File: src/rtl/atx_pkg.sv
package atx_pkg;
  parameter int ATX_WORD_W = 32;
  parameter int ATX_DEPTH  = 16;

  typedef enum logic [1:0] {
    ACT_IDLE   = 2'd0,
    ACT_GATED  = 2'd1,
    ACT_SEND   = 2'd2,
    ACT_REPEAT = 2'd3
  } slot_act_e;
endpackage

File: src/rtl/atx_req_sync.sv
module atx_req_sync #(
  parameter int STAGES = 2
) (
  input  logic clk,
  input  logic rst_n,
  input  logic async_in,
  output logic req_pulse
);
  logic [STAGES-1:0] chain;
  logic              prev_q;

  generate
    for (genvar i = 0; i < STAGES; i++) begin : g_stage
      if (i == 0) begin : g_first
        always_ff @(posedge clk or negedge rst_n) begin
          if (!rst_n) chain[0] <= 1'b0;
          else        chain[0] <= async_in;
        end
      end else begin : g_rest
        always_ff @(posedge clk or negedge rst_n) begin
          if (!rst_n) chain[i] <= 1'b0;
          else        chain[i] <= chain[i-1];
        end
      end
    end
  endgenerate

  always_ff @(posedge clk or negedge rst_n) begin
    if (!rst_n) prev_q <= 1'b0;
    else        prev_q <= chain[STAGES-1];
  end

  assign req_pulse = chain[STAGES-1] & ~prev_q;
endmodule

File: src/rtl/atx_store.sv
module atx_store #(
  parameter int W     = 32,
  parameter int DEPTH = 16,
  localparam int AW   = $clog2(DEPTH),
  localparam int CW   = AW + 1
) (
  input  logic          clk,
  input  logic          rst_n,
  input  logic          flush,
  input  logic          push,
  input  logic [W-1:0]  push_data,
  input  logic          pop,
  output logic [W-1:0]  head,
  output logic [CW-1:0] count,
  output logic          full,
  output logic          empty
);
  logic [W-1:0]  mem [DEPTH];
  logic [AW-1:0] wr_ptr;
  logic [AW-1:0] rd_ptr;
  logic          do_push;
  logic          do_pop;

  assign full    = (count == CW'(DEPTH));
  assign empty   = (count == '0);
  assign do_push = push & ~full & ~flush;
  assign do_pop  = pop & ~empty & ~flush;
  assign head    = mem[rd_ptr];

  always_ff @(posedge clk) begin
    if (do_push) mem[wr_ptr] <= push_data;
  end

  always_ff @(posedge clk or negedge rst_n) begin
    if (!rst_n) begin
      wr_ptr <= '0;
      rd_ptr <= '0;
      count  <= '0;
    end else if (flush) begin
      wr_ptr <= '0;
      rd_ptr <= '0;
      count  <= '0;
    end else begin
      if (do_push) wr_ptr <= (wr_ptr == AW'(DEPTH - 1)) ? '0 : wr_ptr + 1'b1;
      if (do_pop)  rd_ptr <= (rd_ptr == AW'(DEPTH - 1)) ? '0 : rd_ptr + 1'b1;
      case ({do_push, do_pop})
        2'b10:   count <= count + 1'b1;
        2'b01:   count <= count - 1'b1;
        default: count <= count;
      endcase
    end
  end
endmodule

File: src/rtl/atx_slot_ctl.sv
module atx_slot_ctl
  import atx_pkg::*;
#(
  parameter int W         = 32,
  parameter int DEPTH     = 16,
  parameter int START_LVL = DEPTH / 2,
  localparam int CW       = $clog2(DEPTH) + 1
) (
  input  logic          clk,
  input  logic          rst_n,
  input  logic          flush,
  input  logic          req_pulse,
  input  logic [CW-1:0] count,
  input  logic          empty,
  input  logic [W-1:0]  head,
  input  logic          under_clr,
  output logic          pop,
  output logic [W-1:0]  slot_data,
  output logic          slot_toggle,
  output logic          under_flag
);
  logic      started_q;
  slot_act_e act;

  always_comb begin
    act = ACT_IDLE;
    if (req_pulse && !flush) begin
      if (!started_q)  act = ACT_GATED;
      else if (!empty) act = ACT_SEND;
      else             act = ACT_REPEAT;
    end
  end

  assign pop = (act == ACT_SEND);

  always_ff @(posedge clk or negedge rst_n) begin
    if (!rst_n) begin
      started_q   <= 1'b0;
      slot_data   <= '0;
      slot_toggle <= 1'b0;
      under_flag  <= 1'b0;
    end else if (flush) begin
      started_q   <= 1'b0;
      slot_data   <= '0;
      slot_toggle <= 1'b0;
      under_flag  <= 1'b0;
    end else begin
      if (count >= CW'(START_LVL)) started_q <= 1'b1;
      if (act != ACT_IDLE) slot_toggle <= ~slot_toggle;
      if (act == ACT_SEND) slot_data <= head;
      if (act == ACT_REPEAT)  under_flag <= 1'b1;
      else if (under_clr)     under_flag <= 1'b0;
    end
  end
endmodule

File: src/rtl/atx_fifo.sv
module atx_fifo
  import atx_pkg::*;
#(
  parameter int W         = ATX_WORD_W,
  parameter int DEPTH     = ATX_DEPTH,
  parameter int SYNC_STG  = 2,
  localparam int HALF     = DEPTH / 2,
  localparam int CW       = $clog2(DEPTH) + 1,
  localparam int LO_W     = W / 2
) (
  input  logic         clk,
  input  logic         rst_n,
  input  logic         link_rst,
  input  logic         wr_valid,
  output logic         wr_ready,
  input  logic [W-1:0] wr_data,
  input  logic         half_mode,
  output logic         wr_ovf,
  output logic         dma_req,
  input  logic         frame_req,
  output logic [W-1:0] slot_data,
  output logic         slot_toggle,
  input  logic         under_clr,
  input  logic         irq_en,
  output logic         under_flag,
  output logic         irq
);
  logic          req_pulse;
  logic          pop;
  logic [W-1:0]  head;
  logic [CW-1:0] count;
  logic          full;
  logic          empty;
  logic [W-1:0]  store_word;

  atx_req_sync #(.STAGES(SYNC_STG)) u_sync (
    .clk       (clk),
    .rst_n     (rst_n),
    .async_in  (frame_req),
    .req_pulse (req_pulse)
  );

  always_comb begin
    store_word = wr_data;
    if (half_mode) store_word[W-1:LO_W] = '0;
  end

  atx_store #(.W(W), .DEPTH(DEPTH)) u_store (
    .clk       (clk),
    .rst_n     (rst_n),
    .flush     (link_rst),
    .push      (wr_valid),
    .push_data (store_word),
    .pop       (pop),
    .head      (head),
    .count     (count),
    .full      (full),
    .empty     (empty)
  );

  atx_slot_ctl #(.W(W), .DEPTH(DEPTH), .START_LVL(HALF)) u_ctl (
    .clk         (clk),
    .rst_n       (rst_n),
    .flush       (link_rst),
    .req_pulse   (req_pulse),
    .count       (count),
    .empty       (empty),
    .head        (head),
    .under_clr   (under_clr),
    .pop         (pop),
    .slot_data   (slot_data),
    .slot_toggle (slot_toggle),
    .under_flag  (under_flag)
  );

  always_ff @(posedge clk or negedge rst_n) begin
    if (!rst_n) wr_ovf <= 1'b0;
    else        wr_ovf <= wr_valid & full & ~link_rst;
  end

  assign wr_ready = ~full;
  assign dma_req  = (count < CW'(HALF));
  assign irq      = under_flag & irq_en;
endmodule

File: config.mk
export PLATFORM = sky130hd
export DESIGN_NAME = atx_fifo
export DESIGN_NICKNAME = d
export VERILOG_FILES = /design/src/rtl/atx_pkg.sv /design/src/rtl/atx_req_sync.sv /design/src/rtl/atx_store.sv /design/src/rtl/atx_slot_ctl.sv /design/src/rtl/atx_fifo.sv
export SDC_FILE = /design/constraint.sdc
export NUM_CORES = 1
export LEC_CHECK = 0
export CAP_MARGIN = 20
export CORE_MARGIN = 2
export CORE_UTILIZATION = 61
export CTS_CLUSTER_SIZE = 12
export DETAILED_ROUTE_END_ITERATION = 8
export GPL_TIMING_DRIVEN = 0
export HOLD_SLACK_MARGIN = 0.1
export PLACE_DENSITY = 0.88
export SYNTH_ARGS = -nofsm -noshare
export SYNTH_HDL_FRONTEND = slang
export SYNTH_SLANG_ARGS = --single-unit
File: constraint.sdc
create_clock -name clk -period 3.7 [get_ports clk]
set_input_delay 0.74 -clock clk [delete_from_list [all_inputs] [get_ports clk]]
set_output_delay 0.74 -clock clk [all_outputs]
set_load 0.05 [all_outputs]
Word level (Yosys, flattened, before mapping)

Memory sizes are Yosys's and may differ from the RTL's.
Cells that the tools add are included.

$add $sub $neg: 4
$lt $le $gt $ge: 2
Equal/unequal tests: 7
Multiplexer cells: 23
Bitwise logic cells: 13
Reductions and logical operators: 11

Operators by type and width:

| cell                | number |
|---|---|
| $mux 32             | 2 |
| $mux 4              | 6 |
| $mux 16             | 1 |
| $reduce_bool 2->1   | 6 |
| $mux 1              | 10 |
| $pmux 5 s2          | 1 |
| $add 4x1->4 const B | 2 |
| $and 1x1->1         | 8 |
| $eq 4x4->1 const B  | 2 |
| $eq 2x2->1 const B  | 3 |
| $reduce_bool 3->1   | 2 |
| $add 5x1->5 const B | 1 |
| $eq 5x5->1 const B  | 1 |
| $ge 5x4->1 const B  | 1 |
| $logic_not 5->1     | 1 |
| $lt 5x4->1 const B  | 1 |
| $mux 5              | 1 |
| $not 1->1           | 5 |
| $sub 5x1->5 const B | 1 |
| $mux 2              | 2 |
| $eq 2x1->1 const B  | 1 |
| $logic_and 1x1->1   | 1 |
| $logic_not 1->1     | 1 |

Flip-flop bits (word level): 52
Memory bits (writable): 512
Input port bits: 40
Output and inout bits: 38
Logic and storage cells: 72
Memories kept: 1

Memory list:

| name        | words | width | rd ports | clocked after memory_dff | wr ports | RTL line        | source |
|---|---|---|---|---|---|---|---|
| u_store.mem | 16    | 32    | 1        | 0                        | 1        | atx_store.sv:18 | `logic [W-1:0] mem [DEPTH];` |

Logic depth before layout (Yosys ltp)

Depth in word-level cells: 10
Gate-level depth with buffers: 10
Depth with buffers taken out: 9

Cells and area by module

Synthesis repeated with hierarchy kept, for this count alone.

Cells, all modules: 1252
Area total of the unflattened synthesis: 22555.4 µm²

Modules (own cells, without submodules):

| module       | instances | cells an instance | area an instance (µm²) | sequential area each (µm²) |
|---|---|---|---|---|
| atx_store    | 1         | 1075              | 20527.2                | 15700.1 |
| atx_slot_ctl | 1         | 151               | 1747.9                 | 875.8 |
| atx_fifo     | 1         | 22                | 191.4                  | 25.0 |
| atx_req_sync | 1         | 4                 | 88.8                   | 75.1 |

Worst setup path after synthesis

OpenSTA, ideal clock, no wires.

Path type: input-to-reg
From: input link_rst
To: register u_store.count[2]
Setup time: 0.125 ns
Arrival time: 2.737 ns
Data required time: 3.575 ns
Setup slack: 0.838 ns
Stages: 9
Buffers on the path: 1
Cell sequence: clkbuf_8 > and4bb_4 > o21ai_4 > nor2_2 > xor2_1 > ha_1 > or4_1 > a21oi_1 > mux2_2

Cells in the longest elaborated chain, start to end: 9
Elaborated cells between the ends (all ways): 13
Classes of those cells: eq/ne: 3; mux: 3; bitwise: 4; reduce/logical: 3

Ends and longest elaborated chain:

| what                                            | RTL line           | source |
|---|---|---|
| start, declared                                 | atx_fifo.sv:13     | `input logic link_rst,` |
| $logic_not 1->1                                 | atx_slot_ctl.sv:27 | `if (req_pulse && !flush) begin` |
| $logic_and 1x1->1                               | atx_slot_ctl.sv:27 |  |
| $mux 2                                          | atx_slot_ctl.sv:27 |  |
| $eq 2x2->1                                      | atx_slot_ctl.sv:34 | `assign pop = (act == ACT_SEND);` |
| $and 1x1->1 (2 in series)                       | atx_store.sv:27    | `assign do_pop = pop & ~empty & ~flush;` |
| $eq 2x1->1 / $eq 2x2->1 (equally long branches) | atx_store.sv:46    | `case ({do_push, do_pop})` |
| $pmux 5 s2                                      | atx_store.sv:46    |  |
| $mux 5                                          | atx_store.sv:39    | `end else if (flush) begin` |
| end signal, assigned                            | atx_store.sv:47    | `2'b10: count <= count + 1'b1;` |
| end signal, assigned                            | atx_store.sv:48    | `2'b01: count <= count - 1'b1;` |
| end signal, assigned                            | atx_store.sv:49    | `default: count <= count;` |
| end, declared                                   | atx_store.sv:14    | `output logic [CW-1:0] count,` |

Several ways; a longest one is shown, not always the timed one.
A chain may end at the register's enable or synchronous reset.

Worst setup path in the final report

From: register u_store.count[1]
To: output wr_ready

Cells in the longest elaborated chain, start to end: 2

Ends and longest elaborated chain:

| what          | RTL line        | source |
|---|---|---|
| $eq 5x5->1    | atx_store.sv:24 | `assign full = (count == CW'(DEPTH));` |
| $not 1->1     | atx_fifo.sv:81  | `assign wr_ready = ~full;` |
| end, declared | atx_fifo.sv:15  | `output logic wr_ready,` |

Every way passes these cells.

==> impl_results.md <==
- Via Count: 11204
- Post-synth EDFFs: 512
- Worst Path Max Fanout: 8
- Sw power: 2.57 mW
- RSZ-0062 raised after global routing: false
- Lkg Pwr: 7.99 nW
- Final instance area: 0.0252 mm2
- Final Net Count: 1206
- Net count after synthesis: 1056
- FF-to-FF path depth: 9
- Cts bufs inserted: 55
- Total congestion overflow: 0
- Data arrival, critical path: 2.52 ns
- # rows: 69
- Worst-path clk slew: 0.07 ns
- Net Sw Frac: 0.202
- Post-synth top flop: edfxtp_1
- Initial Utilization: 0.616
- Synth top area share: 0.705
- Syn Area/Cell: 21.6 um2
- Buffers on Ports: 75
- Synth unique cells: 53
- Status: complete, no violations
- Clk_lat worst skew: 0.58 ns
- Die Area: 0.0373 mm2
- Post-CTS sizing: 0
- Synth top cells by count: 512 x edfxtp_1, 128 x mux4_2, 65 x mux2i_1
- Hold buffers post-CTS: 0
- Pwr dens: 506 mW/mm2
- Max-slew violation count: 0
- Crit path required time: 2.96 ns
- Max Clock Skew: 0.0136 ns
- DRC: 0
- Top-level I/O count: 78
- Clk root buf: clkbuf_16
- Crit path kind: register to primary output
- Cell Area, Synth: 0.0218 mm2
- Post-detailed-route count of antenna-violating nets: 0
- Hold WS: 0.257 ns
- Crit path time final: 3.26 ns
- Final period util: 0.882
- Synth area leader: edfxtp_1
- Area contributors post-synth: edfxtp_1 71%, mux4_2 13%, dfrtp_1 6.0%, mux2i_1 3.0%, a2bb2oi_1 1.3%
- Syn Inst Count: 1009
- H-tree levels: 2
- Die H: 193 um
- Layout cells sized above 1: 0.214
- Synthesis-stage register bit count: 564
- Seq pwr share: 0.553
- Final hold vios: 0
- Vias per std cell: 6.73
- CTS tree: done
- Post-CTS Repair Setup Buffers: 0
- Maxcap violations: 0
- Slew headroom: 0.253
- DRT iter0 DRCs: 1417
- Hpwl dp: 30300 um
- Total track usage: 0.287
- Crit end category: primary output
- Global-route wire length before repair: 75600 um
- Peak supply drop: 0.391 mV
- Comb pwr share: 0.037
- Antenna violations before repair: 1
- Area Overhead vs Synth: 15.5%
- Count leader, synth: edfxtp_1
- Internal cell power: 10.2 mW
- Die X: 193 um
- Hold crit path type: input port to asynchronous set/reset pin
- Min setup slack post-route: 0.438 ns
- Yosys Warn Count: 0
- CP startpoint kind: register
- CTS max path bufs: 3
- Core area: 0.0354 mm2
- Clock share of power: 0.410
- Sequential area share after synthesis: 0.765
- Routability cong.: 0.768
- Dpl ws: 0.631 ns
- Number of global-route vias before repair: 11608
- Worst-margin pin slew: 1.12 ns
- Initial DRT Pass Iterations: 7
- Avg WL per Cell: 30.9 um
- Asr flop ratio synth: 0.0922
- Placed Area: 0.0235 mm2
- CTS sink cnt: 564
- Final WL: 51500 um
- Final Setup Violations: 0
- Fmax: 307 MHz
- Largest net degree at the start of global routing: 53
[metrics by stage]
step / utilization / power (mW) / TNS [ns] / cells
floorplan: - / 7.43 / 0 / 1009
global placement: 0.654 / 7.60 / -12.63 / 1545
detailed placement: 0.665 / 7.64 / 0 / 1561
CTS: 0.711 / 12.8 / 0 / 1663
global route: 0.711 / 13.0 / 0 / 1665
finish: 0.712 / 12.7 / 0 / 1666
[layer usage]
metal / GRT usage / share of wire / vias up
met5: 0 / 0 / -
met4: 0.0924 / 0.031 / 0
met3: 0.0516 / 0.089 / 133
met2: 0.494 / 0.52 / 759
met1: 0.379 / 0.36 / 5816
li1: - / - / 4496
[power groups by stage]
| stage | clock (mW) | sequential (mW) | combinational [mW] |
|---|---|---|---|
| 2_1_floorplan | 0 | 7.19 | 0.239 |
| 3_3_place_gp | 0 | 7.17 | 0.431 |
| 3_5_place_dp | 0 | 7.17 | 0.465 |
| 4_1_cts | 5.25 | 7.04 | 0.473 |
| 5_1_grt | 5.50 | 7.04 | 0.507 |
| 6_report | 5.22 | 7.04 | 0.476 |
[worst max-delay path: stages, from the launching register on]
cell and delay, ns:
dfrtp_1 0.37, buf_6 0.14, nor4_4 0.47, nand2_2 0.22, clkdlybuf4s50_1 0.75
[worst paths after layout]
| kind | startpoint | endpoint | slack [ns] |
|---|---|---|---|
| worst min register to register | u_sync.chain[0] | u_sync.chain[1] | 0.37 |
| worst max-delay path | u_store.count[1] | wr_ready | 0.44 |
| worst max register to register | u_store.count[1] | u_store.count[2] | 0.74 |
| max in group asynchronous | rst_n | u_ctl.slot_data[4] | 2.86 |
| worst min-delay path | rst_n | u_ctl.slot_data[27] | 0.26 |
| min in group clk | u_sync.chain[0] | u_sync.chain[1] | 0.37 |
[state kept, by name, summed over array words and instances, names as in the netlist]
signal and cells:
u_store.rd_ptr 4, u_sync.chain 2, u_ctl.started_q 1, u_sync.prev_q 1, u_store.mem 512, u_ctl.slot_toggle 1, u_store.count 5, u_store.wr_ptr 4
wr_ovf 1, u_ctl.under_flag 1, u_ctl.slot_data 32
[layout make-up]
type	instances	area (um2)
inverter	4	15.0
fill	1966	10200
clock inverter	7	88.8
antenna	1	2.50
tap	461	577
sequential	564	16700
timing repair buffer	93	1140
multi-input combinational	387	4880
clock buffer	95	1560
buffer	54	253
[cells by family after synthesis]
family / after synthesis / synth area share
AND/OR/NAND/NOR: 88 / 0.0234
adder cells (fa/ha/maj): 7 / 0.00402
XOR/XNOR: 5 / 0.00201
buffers and inverters: 58 / 0.0123
multiplexers: 194 / 0.163
AO/OA/AOI/OAI: 93 / 0.0310
flip-flops: 564 / 0.765
[cells in the final DEF, fill, tap and decap left out, drive strengths merged, types with 3 or more instances in the layout]
cell type        n
a21oi            6
a2bb2oi         32
and2            17
buf             42
clkbuf         126
clkdlybuf4s50   74
clkinv           4
dfrtp           52
edfxtp         512
ha               7
inv              5
mux2i           65
mux4           128
nand2           12
nand2b           3
nand3            4
nor2            19
nor2b           20
o21ai           37
xor2             4
Power figures use the tool's default switching activity.
